[src/rtl/irq_arb_pkg.sv]
package irq_arb_pkg;
    localparam int PRIO_W = 2;
    typedef logic [PRIO_W-1:0] prio_t;
    localparam prio_t PRIO_TOP = prio_t'(2**PRIO_W - 1);
endpackage

[src/rtl/irq_pend_bank.sv]
module irq_pend_bank #(
    parameter int NSRC = 6,
    parameter int VW   = 3
) (
    input  logic            clk,
    input  logic            rst_n,
    input  logic [NSRC-1:0] evt,
    input  logic [NSRC-1:0] clr,
    input  logic            take,
    input  logic [VW-1:0]   take_idx,
    output logic [NSRC-1:0] pend
);
    typedef struct packed {
        logic [NSRC-1:0] pend;
    } st_t;

    st_t st_d, st_q;

    always_comb begin
        st_d = st_q;
        for (int i = 0; i < NSRC; i++) begin
            logic served;
            served = take && (take_idx == VW'(i));
            st_d.pend[i] = ((st_q.pend[i] && !served) || evt[i]) && !clr[i];
        end
    end

    always_ff @(posedge clk or negedge rst_n) begin
        if (!rst_n) st_q <= '0;
        else        st_q <= st_d;
    end

    assign pend = st_q.pend;

    for (genvar g = 0; g < NSRC; g++) begin : g_chk
        AST_CLR_WINS: assert property (@(posedge clk) disable iff (!rst_n)
            clr[g] |=> !pend[g]);
        AST_EVT_SETS: assert property (@(posedge clk) disable iff (!rst_n)
            (evt[g] && !clr[g]) |=> pend[g]);
    end
endmodule

[src/rtl/irq_pick.sv]
module irq_pick
    import irq_arb_pkg::*;
#(
    parameter int NSRC = 6,
    parameter int VW   = 3
) (
    input  logic                   clk,
    input  logic                   rst_n,
    input  logic [NSRC-1:0]        cand,
    input  logic [NSRC*PRIO_W-1:0] prio,
    input  prio_t                  level,
    output logic                   found,
    output logic [VW-1:0]          win
);
    prio_t best;

    always_comb begin
        found = 1'b0;
        win   = '0;
        best  = '0;
        for (int i = 0; i < NSRC; i++) begin
            prio_t p;
            p = prio[i*PRIO_W +: PRIO_W];
            if (cand[i] && (p > level) && (!found || p > best)) begin
                found = 1'b1;
                win   = VW'(i);
                best  = p;
            end
        end
    end

    AST_WIN_ABOVE_LEVEL: assert property (@(posedge clk) disable iff (!rst_n)
        found |-> cand[win]);
endmodule

[src/rtl/irq_level_stack.sv]
module irq_level_stack
    import irq_arb_pkg::*;
#(
    parameter int DEPTH = 4
) (
    input  logic  clk,
    input  logic  rst_n,
    input  logic  push,
    input  prio_t push_prio,
    input  logic  pop,
    output prio_t level
);
    localparam int SPW = $clog2(DEPTH + 1);

    typedef struct packed {
        prio_t                  level;
        logic [SPW-1:0]         sp;
        logic [DEPTH-1:0][PRIO_W-1:0] stk;
    } st_t;

    st_t st_d, st_q;

    always_comb begin
        st_d = st_q;
        if (push && st_q.sp < SPW'(DEPTH)) begin
            st_d.stk[st_q.sp] = st_q.level;
            st_d.sp           = st_q.sp + 1'b1;
            st_d.level        = push_prio;
        end else if (pop && st_q.sp != '0) begin
            st_d.sp    = st_q.sp - 1'b1;
            st_d.level = st_q.stk[st_q.sp - 1'b1];
        end
    end

    always_ff @(posedge clk or negedge rst_n) begin
        if (!rst_n) st_q <= '0;
        else        st_q <= st_d;
    end

    assign level = st_q.level;

    AST_SP_BOUND: assert property (@(posedge clk) disable iff (!rst_n)
        st_q.sp <= SPW'(DEPTH));
    AST_EMPTY_POP_HOLD: assert property (@(posedge clk) disable iff (!rst_n)
        (pop && !push && st_q.sp == '0) |=> $stable(level));
endmodule

[src/rtl/irq_arbiter.sv]
module irq_arbiter
    import irq_arb_pkg::*;
#(
    parameter int              NSRC     = 6,
    parameter int              DEPTH    = 4,
    parameter logic [NSRC-1:0] HALT_CAP = 6'b000101,
    localparam int             VW       = $clog2(NSRC)
) (
    input  logic                   clk,
    input  logic                   rst_n,
    input  logic [NSRC-1:0]        src_evt,
    input  logic [NSRC-1:0]        src_en,
    input  logic [NSRC-1:0]        src_clr,
    input  logic [NSRC*PRIO_W-1:0] src_prio,
    input  logic                   in_halt,
    input  logic                   irq_ack,
    input  logic                   rti,
    output logic                   irq_req,
    output logic [VW-1:0]          irq_vec,
    output logic [PRIO_W-1:0]      cpu_level,
    output logic                   wake_wait,
    output logic                   wake_halt
);
    typedef struct packed {
        logic restrict_on;
    } st_t;

    st_t st_d, st_q;

    logic [NSRC-1:0] pend_w, live_w, cand_w;
    logic            found_w, take_w;
    logic [VW-1:0]   win_w;
    prio_t           level_w, win_prio_w;

    irq_pend_bank #(.NSRC(NSRC), .VW(VW)) u_bank (
        .clk(clk), .rst_n(rst_n), .evt(src_evt), .clr(src_clr),
        .take(take_w), .take_idx(win_w), .pend(pend_w)
    );

    assign live_w = pend_w & src_en;
    assign cand_w = st_q.restrict_on ? (live_w & HALT_CAP) : live_w;

    irq_pick #(.NSRC(NSRC), .VW(VW)) u_pick (
        .clk(clk), .rst_n(rst_n), .cand(cand_w), .prio(src_prio),
        .level(level_w), .found(found_w), .win(win_w)
    );

    assign win_prio_w = src_prio[int'(win_w)*PRIO_W +: PRIO_W];
    assign take_w     = irq_ack && found_w;

    irq_level_stack #(.DEPTH(DEPTH)) u_stack (
        .clk(clk), .rst_n(rst_n), .push(take_w), .push_prio(win_prio_w),
        .pop(rti), .level(level_w)
    );

    always_comb begin
        st_d = st_q;
        if (take_w)                       st_d.restrict_on = 1'b0;
        else if (in_halt && wake_halt)    st_d.restrict_on = 1'b1;
    end

    always_ff @(posedge clk or negedge rst_n) begin
        if (!rst_n) st_q <= '0;
        else        st_q <= st_d;
    end

    assign irq_req   = found_w;
    assign irq_vec   = win_w;
    assign cpu_level = level_w;
    assign wake_wait = |live_w;
    assign wake_halt = |(live_w & HALT_CAP);

    AST_HALT_ONLY: assert property (@(posedge clk) disable iff (!rst_n)
        (st_q.restrict_on && irq_req) |-> HALT_CAP[irq_vec]);
    AST_WAKE_SUBSET: assert property (@(posedge clk) disable iff (!rst_n)
        wake_halt |-> wake_wait);
    AST_LVL3_BLOCK: assert property (@(posedge clk) disable iff (!rst_n)
        (cpu_level == PRIO_TOP) |-> !irq_req);
    AST_LEVEL_RAISE: assert property (@(posedge clk) disable iff (!rst_n)
        (irq_ack && irq_req) |=> cpu_level > $past(cpu_level));
    AST_REQ_NEEDS_PEND: assert property (@(posedge clk) disable iff (!rst_n)
        irq_req |-> wake_wait);
endmodule

[config.mk]
export PLATFORM = sky130hd
export DESIGN_NAME = irq_arbiter
export DESIGN_NICKNAME = d
export VERILOG_FILES = /design/src/rtl/irq_arb_pkg.sv /design/src/rtl/irq_pend_bank.sv /design/src/rtl/irq_pick.sv /design/src/rtl/irq_level_stack.sv /design/src/rtl/irq_arbiter.sv
export SDC_FILE = /design/constraint.sdc
export NUM_CORES = 1
export LEC_CHECK = 0
export ABC_AREA = 1
export ABC_CLOCK_PERIOD_IN_PS = 40100
export BUFFER_PORTS_ARGS = -buffer_cell sky130_fd_sc_hd__buf_2
export CAP_MARGIN = 20
export CORE_UTILIZATION = 45
export DETAILED_ROUTE_END_ITERATION = 12
export GPL_ROUTABILITY_DRIVEN = 0
export PLACE_DENSITY = 0.68
export RECOVER_POWER = 100
export SYNTH_ARGS = -nofsm -noshare
export SYNTH_HDL_FRONTEND = slang
export SYNTH_HIERARCHICAL = 1
export SYNTH_SLANG_ARGS = --single-unit
[constraint.sdc]
create_clock -name clk -period 40.1 [get_ports clk]
set_clock_uncertainty 0.05 [all_clocks]
set_input_delay 12.03 -clock clk [delete_from_list [all_inputs] [get_ports clk]]
set_output_delay 12.03 -clock clk [all_outputs]
set_load 0.02 [all_outputs]
### Yosys cells after proc, flatten, opt, wreduce, memory -nomap -nowiden

Cells that the tools add are included.

| operators by class | value |
|---|---|
| $add $sub $neg | 2 |
| $lt $le $gt $ge | 15 |
| eq/ne operators | 5 |
| shift operators | 1 |
| multiplexer cells | 26 |
| bitwise logic cells | 1 |
| reduce and logical (&&, ||, !) cells | 68 |

Operators by type and width:

| kind | number |
|---|---|
| $logic_and A1 B1 Y1 | 34 |
| $gt A2 B2 Y1 | 11 |
| $mux W2 | 9 |
| $logic_not A1 Y1 | 17 |
| $shiftx A12 B5 Y2 | 1 |
| $logic_or A1 B1 Y1 | 11 |
| $mux W5 | 2 |
| $lt A3 B3 Y1 const B | 3 |
| $mux W1 | 9 |
| $bwmux W8 | 1 |
| $and A6 B6 Y6 | 1 |
| $eq A3 B2 Y1 const B | 2 |
| $eq A3 B3 Y1 const B | 2 |
| $mux W3 | 2 |
| $mux W6 | 1 |
| $reduce_or A6 Y1 | 1 |
| $bmux W2 S2 | 1 |
| $demux W2 S2 | 1 |
| $reduce_bool A2 Y1 | 2 |
| $add A3 B1 Y3 const B | 1 |
| $eq A3 B1 Y1 const B | 1 |
| $ge A3 B1 Y1 const B | 1 |
| $logic_not A3 Y1 | 1 |
| $reduce_bool A3 Y1 | 1 |
| other kinds (2) | 2 |

| storage, ports and cells | value |
|---|---|
| register bits after elaboration | 20 |
| input port bits | 35 |
| output and inout port bits | 8 |
| logic and storage cells | 126 |

### Longest topological paths before layout

Gate-level depths: netlist of run 1.

| depth | value |
|---|---|
| word-level depth | 30 |
| depth in mapped cells | 60 |
| depth with buffers taken out | 59 |

### By module

The synthesis of run 1 kept the hierarchy.

By module, submodules not included:

| module | instances | cells each | area an instance (um2) | seq. area each (um2) |
|---|---|---|---|---|
| irq_pick | 1 | 143 | 788.3 | 0.0 |
| irq_level_stack | 1 | 89 | 711.9 | 325.3 |
| irq_pend_bank | 1 | 40 | 300.3 | 150.1 |
| irq_arbiter | 1 | 55 | 247.7 | 25.0 |

### Least setup slack after synthesis of run 1

OpenSTA, ideal clock, no wires.

| path | value |
|---|---|
| path type | input-to-output |
| from | in src_prio[0] |
| to | out irq_vec[1] |
| data arrival time | 17.516 ns |
| data required time | 28.020 ns |
| setup slack | 10.504 ns |
| stages | 48 |
| buffers on the path | 0 |
| cells stage by stage | inv_1 > ha_1 > nand2_1 > nand2_1 > inv_1 > nand2_2 > nor2_1 > inv_1 > ha_1 > inv_1 > o21bai_1 > nand2_1 > nand2_1 > nand3_1 > and2_1 > ha_1 > inv_1 > nor2_1 > [... 12 more ...] > nand3_1 > and2_1 > ha_1 > inv_1 > nor2_1 > o21ai_0 > o21ai_2 > nand2_2 > or2_0 > nand2_1 > ha_1 > inv_1 > nor2_1 > o21ai_0 > nand2_1 > nand2_1 > nand2_1 > nor2_1 |

| on the way | value |
|---|---|
| longest elaborated chain between the ends | 23 |
| elaborated cells on any way between the ends | 36 |
| those cells by class | 6 x order compare; 14 x mux; 16 x reduce/logical |

Ends and longest elaborated chain:

| element | line | text |
|---|---|---|
| start: declaration | irq_arbiter.sv:14 | `input logic [NSRC*PRIO_W-1:0] src_prio,` |
| $gt A2 B2 Y1 | irq_pick.sv:24 | `if (cand[i] && (p > level) && (!found \|\| p > best)) begin` |
| $logic_and A1 B1 Y1 | irq_pick.sv:24 |  |
| $mux W2 or $mux W1 (tied branches) | irq_pick.sv:24 |  |
| $gt A2 B2 Y1 or $logic_not A1 Y1 (tied branches) | irq_pick.sv:24 |  |
| $logic_or A1 B1 Y1 | irq_pick.sv:24 |  |
| $logic_and A1 B1 Y1 | irq_pick.sv:24 |  |
| $mux W2 or $mux W1 (tied branches) | irq_pick.sv:24 |  |
| $gt A2 B2 Y1 or $logic_not A1 Y1 (tied branches) | irq_pick.sv:24 |  |
| [... 7 more ...] | - |  |
| $gt A2 B2 Y1 or $logic_not A1 Y1 (tied branches) | irq_pick.sv:24 |  |
| $logic_or A1 B1 Y1 | irq_pick.sv:24 |  |
| $logic_and A1 B1 Y1 | irq_pick.sv:24 |  |
| $mux W2 or $mux W1 (tied branches) | irq_pick.sv:24 |  |
| $gt A2 B2 Y1 or $logic_not A1 Y1 (tied branches) | irq_pick.sv:24 |  |
| $logic_or A1 B1 Y1 | irq_pick.sv:24 |  |
| $logic_and A1 B1 Y1 | irq_pick.sv:24 |  |
| $mux W3 (*) | irq_pick.sv:24 |  |
| end: declaration | irq_arbiter.sv:19 | `output logic [VW-1:0] irq_vec,` |

Every way passes the cells marked *; elsewhere a longest branch is shown, timed or not.

### Worst setup path in the final report of run 1

| path | value |
|---|---|
| from | in src_prio[1] |
| to | out irq_vec[1] |

Same word-level chain as after synthesis.

==> impl_results.md, run 1 <==
- CORE AREA: 0.00435 mm²
- Primary FF master, synth: dfrtp_1
- GRT Util Overall: 0.199
- Final hold viol count: 0
- I/O Buffers: between 40 and 50
- Vias in the first global route: 1848
- Worst setup SP type: input pin
- Min-Delay Startpoint: u_stack/st_q[5]$_DFFE_PN0P_
- Reg-to-Reg Start: u_stack/level[1]$_DFFE_PN0P_
- Clock root cell: clkbuf_8
- Max clock buf depth: 2
- Vias: slightly below 2000
- Slew HR: 0.248
- Sequential share of the synthesized area: 0.244
- Final Critical Period: 30.36 ns
- VDD IR max: ~0.028 mV
- CTS clock-pin slew for the worst setup and hold paths: 0.08 ns
- CP endpoint kind: output pin
- YS warnings: 6
- Power Density: roughly 52 mW/mm²
- Slew Viols, Final: 0
- Final Setup Violations: 0
- Synth-to-Final Area Change: 14.5%
- Flop pwr share: 0.269
- Detailed router's first-iteration violation count: 74
- Post-Layout Cell Count: 423
- Vias/cell: 4.67
- Most instantiated cells after synthesis: nand2_1, inv_1, ha_1
- Die ar.: between 0.004 and 0.005 mm²
- RSZ-0062 raised after global routing: no
- CP startpoint: src_prio[1]
- First-pass GRT wire length: between 7 and 8 mm
- Final critical-path share of the clock period: 0.757
- H-tree levels: 1
- Syn nets: 390
- Antenna fix cells: 0
- Post-CTS setup buffer count: 0
- Share of layout cells above drive strength 1: 0.116
- Clock latency at the later pin of the worst-skew pair: ~0.26 ns
- I/O Pins: 43
- Mean Syn Cell Area: 6.26 µm²
- WL final: 4.51 mm
- Die Span X: roughly 69 µm
- EDFF count, synth: 0
- Fmax achieved: 32.9 MHz
- Synth Instances: 327
- Status: finished, final reports clean
- Pre-Repair DR Iteration Count: 4
- Max-cap violations: 0
- Detail Placement HPWL: 3.69 mm
- Clock sink count: 20
- Crit Path Class: input pin to output pin
- Residual DRC: 0
- Final ANT Viol Nets: 0
- CP max stage delay: 0.51 ns
- Int Power: 0.0654 mW
- Switching portion of total power: 0.465
- CP most frequent cell: nand2_1
- Leakage power: 1.39 nW
- Synth unique cells: 22
- Top cell type's share of synthesized area: 0.244
- WP data required: 28.02 ns
- Asr flop ratio synth: 1.00
- Post-cts sizing count: 0
- Clock buffer count from CTS: 3
- Post-Syn Area: ~0.0020 mm²
- CTS tree: yes
- DR WL/cell: between 10 and 15 µm
- Setup TNS: 0 ns
- Placed insts: roughly 420
- Most numerous cell in the Yosys netlist: nand2_1
- Total power: 0.122 mW
- Synthesis-stage register bit count: 20
- Hold Worst Slack: around 0.44 ns
- Clock power share: 0.163
- Nets: 435
- Synth top area cells: dfrtp_1, nand2_1, ha_1, inv_1, nor2_1
- Worst Path Arrival: ~18 ns
- Starting density of the core: 0.470
- Overflow after GRT: 0
- Cts hold-fix bufs: 0
- Logic pwr share: 0.568
- # fillers: 474
- Leading area contributor after synthesis: dfrtp_1
- Critical-path top delay cell: nor2_1
- CP Max Fanout: 9
- HP Class: register to register
- Die Ht: approximately 70 µm
- Switch Pwr: 0.0569 mW
- Largest net degree at the start of global routing: 21
- Worst Tran Pin Value: approximately 1.1 ns
- Row cnt: 24
- Initial antenna violation count: 0
==> path summary, 6_finish.rpt <==
check | slack, ns | cells after the start | to
setup / recovery | 9.74 | 50 | irq_vec[1]
hold / removal | 0.44 | 2 | u_stack/st_q[5]$_DFFE_PN0P_
setup reg to reg | 32.79 | 58 | u_stack/level[1]$_DFFE_PN0P_
hold reg to reg | 0.44 | 2 | u_stack/st_q[5]$_DFFE_PN0P_
max in group asynchronous | 27.40 | 1 | u_bank/pend[2]$_DFF_PN0_
min in group asynchronous | 11.91 | 1 | u_stack/st_q[10]$_DFFE_PN0P_
==> power groups by stage <==
stage                     Combinational (mW)  Sequential (mW)  Clock [mW]
after floorplan                       0.0565           0.0308           0
after global placement                0.0694           0.0332           0
after detailed placement              0.0708           0.0332           0
after CTS                             0.0715           0.0328      0.0206
after global routing                  0.0828           0.0338      0.0211
final                                 0.0695           0.0329      0.0199
==> logic make-up (layout without fill, tap and decap cells) <==
group | after synthesis | after routing | synth area share
flip-flops | 20 | 20 | 0.244
AO/OA/AOI/OAI | 36 | 36 | 0.0990
XOR/XNOR | 2 | 2 | 0.00855
buffers and inverters | 67 | 111 | 0.126
AND/OR/NAND/NOR | 174 | 174 | 0.351
adder cells (fa/ha/maj) | 28 | 28 | 0.171
==> layout make-up <==
type                    count  area, µm²  share of cell area
flip-flops and latches     20        500               0.213
clock buffers               3       41.3              0.0176
multi-input cells         240       1270               0.541
inverters                  65        244               0.104
repair buffers             42        196              0.0838
clock inverters             1       30.0              0.0128
well taps                  52       65.1              0.0277
==> per-stage QoR <==
stage               area [µm²]  utilization  setup slack [ns]
floorplan                 2050            -             10.50
global placement          2310        0.530             10.02
detailed placement        2310        0.530              9.87
CTS                       2380        0.547              9.82
global route              2340        0.539              8.98
finish                    2340        0.539              9.74
==> critical path: cells and delay by family <==
kind | cells | cell delay, ns
AND/OR/NAND/NOR | 28 | 2.88
buffers and inverters | 10 | 0.89
AO/OA/AOI/OAI | 6 | 0.75
adder cells (fa/ha/maj) | 6 | 1.72
==> sequential cells by signal (all words and copies together), names as in the netlist <==
register and cells:
u_stack/st_q 11, u_bank/pend 6, u_stack/level 2, st_q 1
==> cells in the final DEF, fill, tap and decap left out, types with 3 or more instances in the layout <==
cell type / Yosys / layout
nor2_1: 26 / 27
dfrtp_1: 20 / 20
ha_1: 28 / 28
o21ai_0: 15 / 15
buf_2: 0 / 31
clkbuf_8: 0 / 3
nand3_1: 18 / 18
inv_2: 4 / 3
clkbuf_1: 0 / 11
nand2_1: 113 / 119
inv_1: 61 / 61
a21oi_1: 13 / 14
==> per-layer routing <==
metal,up-vias,wire length [µm],track usage
met5,-,0,0
met4,0,29,0.0476
met3,2,197,0.0233
met2,39,2000,0.312
met1,846,2280,0.293
li1,1089,-,-
(Power assumes the default switching activity.)
==> inputs of run 2 (changes only) <==
ABC_CLOCK_PERIOD_IN_PS = 28800   (was 40100)
clock period = 28.8 ns   (was 40.1 ns; I/O delays follow)
==> impl_results.md, run 2 (synthesis gave the netlist of run 1 again) <==
- Max-cap violations: 0
- Worst Tran Pin Value: ~1.1 ns
- Post-CTS setup buffer count: 0
- Clock buffer count from CTS: 3
- CP most frequent cell: nand2_1
- Synth-to-Final Area Change: 13.6%
- Vias/cell: 4.70
- Commonest non-fill, non-tap cell in the layout: nand2_1
- Reg-to-Reg Start: u_stack/level[1]$_DFFE_PN0P_
- RR Endpoint: u_stack/level[1]$_DFFE_PN0P_
- CP max stage delay: 0.56 ns
- Detailed router's first-iteration violation count: 85
- Antenna fix cells: 0
- H-tree levels: 1
- Final Critical Period: 23.74 ns
- Die Ht: 69.5 µm
- Crit Path Class: input pin to output pin
- HP Class: register to register
- CP startpoint: src_prio[0]
- Residual DRC: 0
- Final hold viol count: 0
- GRT Util Overall: 0.198
- Slew Viols, Final: 0
- Share of layout cells above drive strength 1: 0.116
- Post-cts sizing count: 0
- Fmax achieved: around 42 MHz
- Die Span X: approximately 69 µm
- Largest net degree at the start of global routing: 21
- Leakage power: 1.39 nW
- VDD IR max: approximately 0.041 mV
- Most flops, register: u_stack/st_q
- DR WL/cell: 10.4 µm
- Vias: 1990
- Setup TNS: 0 ns
- First-pass GRT wire length: 7.91 mm
- Most frequent cells in the layout: nand2_1, inv_1, buf_2
- Max clock buf depth: 2
- # fillers: 470
- Overflow after GRT: 0
- CTS clock-pin slew for the worst setup and hold paths: approximately 0.07 ns
- Worst Path Arrival: 15.05 ns
- Clock sink count: 20
- Detail Placement HPWL: 3.71 mm
- Worst reg2reg setup slack: 21.41 ns
- I/O Buffers: between 40 and 50
- Status: finished, final reports clean
- Clock root cell: clkbuf_8
- Final Setup Violations: 0
- I/O Pins: 43
- Max reg flops: 11
- CTS tree: yes
- Capture point of the worst path: irq_vec[1]
- CP endpoint kind: output pin
- Critical-path top delay cell: nor2_1
- Cts hold-fix bufs: 0
- RSZ-0062 raised after global routing: no
- Power Density: 69.7 mW/mm²
- Clock latency at the later pin of the worst-skew pair: 0.25 ns
- Vias in the first global route: roughly 1900
- Row cnt: 24
- Reg2reg path depth: 57
- Core Util, Final: 0.534
- Final ANT Viol Nets: 0
- Starting density of the core: 0.470
- CP Max Fanout: 9
- CORE AREA: 0.00435 mm²
- WP data required: 20.11 ns
- Pre-Repair DR Iteration Count: 4
- Worst setup SP type: input pin
- WL final: 4.41 mm
- Slew HR: 0.277
- Die ar.: 0.00483 mm²
- Final critical-path share of the clock period: 0.824
- Nets: between 400 and 500
- Initial antenna violation count: 0
-- run 2: cell types whose count changed in the layout (fill, tap and decap cells not counted), sizes merged --
cell    before  now
bufinv       1    0
clkbuf      14   15
-- run 2: cell type report --
| cell class | count | area, µm² | area share |
|---|---|---|---|
| clock buffers | 4 | 55.1 | 0.0237 |
| multi-input cells | 240 | 1270 | 0.544 |
| inverters | 65 | 244 | 0.105 |
| well taps | 52 | 65.1 | 0.0280 |
| flip-flops and latches | 20 | 500 | 0.215 |
| repair buffers | 42 | 196 | 0.0844 |
-- run 2: critical path, delay by kind of cell --
| kind | cells | cell delay [ns] |
|---|---|---|
| buf+inv | 11 | 0.93 |
| compound gates | 6 | 0.74 |
| fa+ha+maj | 6 | 1.66 |
| simple gates | 27 | 3.06 |
-- run 2: how the worst min path moves through the flow --
stage / endpoint / slack, ns / depth (start not counted) / start
3_3_place_gp: u_stack/st_q[5]$_DFFE_PN0P_ / 0.42 / 2 / u_stack/st_q[5]$_DFFE_PN0P_
3_5_place_dp: u_stack/st_q[5]$_DFFE_PN0P_ / 0.42 / 2 / u_stack/st_q[5]$_DFFE_PN0P_
4_1_cts: u_stack/st_q[2]$_DFFE_PN0P_ / 0.44 / 2 / u_stack/st_q[2]$_DFFE_PN0P_
6_report: u_stack/st_q[4]$_DFFE_PN0P_ / 0.44 / 2 / u_stack/st_q[4]$_DFFE_PN0P_
5_1_grt: u_stack/st_q[4]$_DFFE_PN0P_ / 0.47 / 2 / u_stack/st_q[4]$_DFFE_PN0P_
2_1_floorplan: u_stack/st_q[0]$_DFFE_PN0P_ / 0.40 / 2 / u_stack/st_q[0]$_DFFE_PN0P_
-- run 2: metrics by stage --
stage	setup slack [ns]	cell area, µm²	instances	power, mW	hold slack (ns)
final	5.06	2330	423	0.162	0.439
after global routing	4.28	2330	423	0.182	0.474
after floorplan	5.98	2050	327	0.122	0.403
after detailed placement	5.24	2310	419	0.144	0.424
after global placement	5.39	2310	419	0.142	0.417
after CTS	5.21	2360	423	0.166	0.443
-- run 2: where the power goes --
group,switching (mW),internal (mW),total [mW]
combinational,0.0604,0.0354,0.0957
sequential,0.00878,0.0369,0.0457
clock,0.00856,0.0121,0.0207
total,0.0777,0.0845,0.162
-- run 2: per-layer routing --
layer / wire [µm] / share of wire / global-route usage / vias up
met5: 0 / 0 / 0 / -
met4: 23 / 0.0052 / 0.0408 / 0
met3: 134 / 0.030 / 0.0203 / 4
met2: 2060 / 0.47 / 0.337 / 35
met1: 2190 / 0.50 / 0.272 / 865
li1: - / - / - / 1086
==> inputs of run 3 (changes only) <==
ABC_AREA = 0   (was 1)
ABC_CLOCK_PERIOD_IN_PS = 21800   (was 28800)
PLACE_DENSITY = 0.7   (was 0.68)
clock period = 21.8 ns   (was 28.8 ns; I/O delays follow)
==> impl_results.md, run 3 <==
- Row cnt: 24
- Vias/cell: roughly 5.4
- Primary FF master, synth: dfrtp_1
- Power Density: 86.9 mW/mm²
- Max clock buf depth: 2
- Mean Syn Cell Area: 9.21 µm²
- Slew Viols, Final: 0
- VDD IR max: 0.0511 mV
- Met3 Usage GRT: 0.0375
- Worst setup margin: between 1 and 1.5 ns
- Die Span X: 70.2 µm
- Syn nets: 290
- Post-Syn Area: roughly 0.0021 mm²
- CP max stage delay: 0.43 ns
- Max reg flops: 11
- Residual DRC: 0
- Fmax achieved: approximately 49 MHz
- Total power: about 0.20 mW
- Worst Tran Pin Value: 1.08 ns
- Clock root cell: clkbuf_8
- Initial antenna violation count: 0
- Largest net degree at the start of global routing: 21
- GR met1 Demand/Resource: 0.283
- Core Util, Final: 0.528
- Setup WS pre-CTS: 2.02 ns
- Asr flop ratio synth: 1.00
- # fillers: around 430
- Cts hold-fix bufs: 0
- EDFF count, synth: 0
- Max-cap violations: 0
- WP data required: 15.21 ns
- Overflow after GRT: 0
- Logic pwr share: 0.513
- Final ANT Viol Nets: 0
- Leading area contributor after synthesis: dfrtp_1
- First-pass GRT wire length: about 8.4 mm
- Vias: 1733
- CP Max Fanout: 12
- Post-cts sizing count: 0
- Synth top area cells: dfrtp_1, ha_1, nand2_1, mux2_2, inv_1
- Crit Path Class: input pin to output pin
- CP startpoint: src_prio[1]
- Min-Delay Startpoint: u_stack/st_q[1]$_DFFE_PN0P_
- Pre-Repair DR Iteration Count: 4
- Clock latency at the later pin of the worst-skew pair: 0.26 ns
- Area taken by multi-input logic gates: approximately 0.0014 mm²
- Most instantiated cells after synthesis: ha_1, nand2_1, inv_1
- Starting density of the core: 0.474
- Nets: 334
- Post-CTS setup buffer count: 0
- Clock power share: 0.183
- Leakage power: 1.20 nW
- Most frequent cells in the layout: buf_2, ha_1, nand2_1
- CP endpoint kind: output pin
- CTS tree: yes
- RSZ-0062 raised after global routing: no
- Switching portion of total power: 0.405
- Critical-path top delay cell: a21oi_1
- Met2 Use GR: 0.372
- Slew HR: 0.280
- Share of layout cells above drive strength 1: 0.215
- Final Setup Violations: 0
- Flop pwr share: 0.304
- Final Critical Period: 20.41 ns
- Synth-to-Final Area Change: 11.6%
- GRT Util Overall: 0.213
- Int Power: 0.121 mW
- Hold Worst Slack: 0.456 ns
- YS warnings: 6
- Clock buffer count from CTS: 3
- Sequential share of the synthesized area: 0.239
- DR WL/cell: 14.6 µm
- Clock sink count: 20
- Worst setup SP type: input pin
- Final hold viol count: 0
- HP Class: register to register
- CTS clock-pin slew for the worst setup and hold paths: 0.07 ns
- Switch Pwr: 0.0821 mW
- Commonest non-fill, non-tap cell in the layout: buf_2
- Detail Placement HPWL: 3.74 mm
- Most numerous cell in the Yosys netlist: ha_1
- H-tree levels: 1
- Synthesis-stage register bit count: 20
- Die Ht: 70.2 µm
- Antenna fix cells: 0
- Top cell type's share of synthesized area: 0.239
- Status: finished, final reports clean
- Setup TNS: 0 ns
- I/O Buffers: 42
- Die ar.: 0.00492 mm²
- Final critical-path share of the clock period: 0.936
- Reg-to-Reg Start: u_stack/level[1]$_DFFE_PN0P_
- CORE AREA: around 0.0044 mm²
- Synth Instances: 227
- Sequential Area: 500 µm²
- Detailed router's first-iteration violation count: 39
- Vias in the first global route: 1832
- Most flops, register: u_stack/st_q
- Worst Path Arrival: 13.82 ns
- WL final: ~4.7 mm
- GR peak layer: met2
- Synth unique cells: 53
- I/O Pins: 43
## run 3: cell count changes after synthesis, sizes merged, moves of 5 or more
cell | previous run | this run
a21oi | 15 | 9
inv | 65 | 22
mux2 | 0 | 9
mux2i | 0 | 7
nand2 | 119 | 26
nand3 | 18 | 4
nor2 | 29 | 17
nor2b | 0 | 16
o211ai | 2 | 7
o21ai | 16 | 10
## run 3: final timing paths
kind	end	slack, ns	depth (start not counted)
worst max-delay path	irq_vec[1]	1.39	36
worst min-delay path	u_stack/st_q[1]$_DFFE_PN0P_	0.46	1
worst max register to register	u_stack/level[1]$_DFFE_PN0P_	12.71	41
worst min register to register	u_stack/st_q[1]$_DFFE_PN0P_	0.46	1
max in group asynchronous	u_bank/pend[5]$_DFF_PN0_	14.65	1
min in group asynchronous	u_stack/st_q[7]$_DFFE_PN0P_	6.41	1
## run 3: area by class of cell
| cell class | instances | share of cell area |
|---|---|---|
| multi-input cells | 180 | 0.601 |
| flip-flops and latches | 20 | 0.215 |
| repair buffers | 44 | 0.0901 |
| inverters | 22 | 0.0354 |
| well taps | 52 | 0.0279 |
| clock buffers | 3 | 0.0177 |
| clock inverters | 1 | 0.0129 |
## run 3: kinds of logic (layout without fill, tap and decap cells)
family / count (synthesis) / in the layout / share of synthesized area
compound gates: 48 / 48 / 0.198
simple gates: 85 / 85 / 0.225
fa+ha+maj: 28 / 28 / 0.168
buf+inv: 27 / 70 / 0.0569
mux: 18 / 18 / 0.109
xor+xnor: 1 / 1 / 0.00419
flops: 20 / 20 / 0.239
## run 3: critical path, delay by kind of cell
family	cells	cell delay, ns
compound gates	16	3.63
fa+ha+maj	6	1.72
simple gates	8	1.11
buf+inv	5	0.67
mux	1	0.15
## run 3: through the flow
step	instance area, µm²	std cells
2_1_floorplan	2090	227
3_3_place_gp	2340	318
3_5_place_dp	2340	318
4_1_cts	2420	322
5_1_grt	2330	322
6_report	2330	322
## run 3: power by group through the flow
stage	logic (mW)	registers (mW)	clock network [mW]
after floorplan	0.0914	0.0560	0
after global placement	0.108	0.0622	0
after detailed placement	0.111	0.0626	0
after CTS	0.112	0.0620	0.0379
after global routing	0.118	0.0639	0.0393
final	0.104	0.0617	0.0370
## run 3: routing by layer
| metal | vias to the layer above | routed length (µm) |
|---|---|---|
| met4 | 0 | 0 |
| met5 | - | 0 |
| met3 | 0 | 194 |
| met2 | 32 | 2200 |
| met1 | 805 | 2320 |
| li1 | 896 | - |
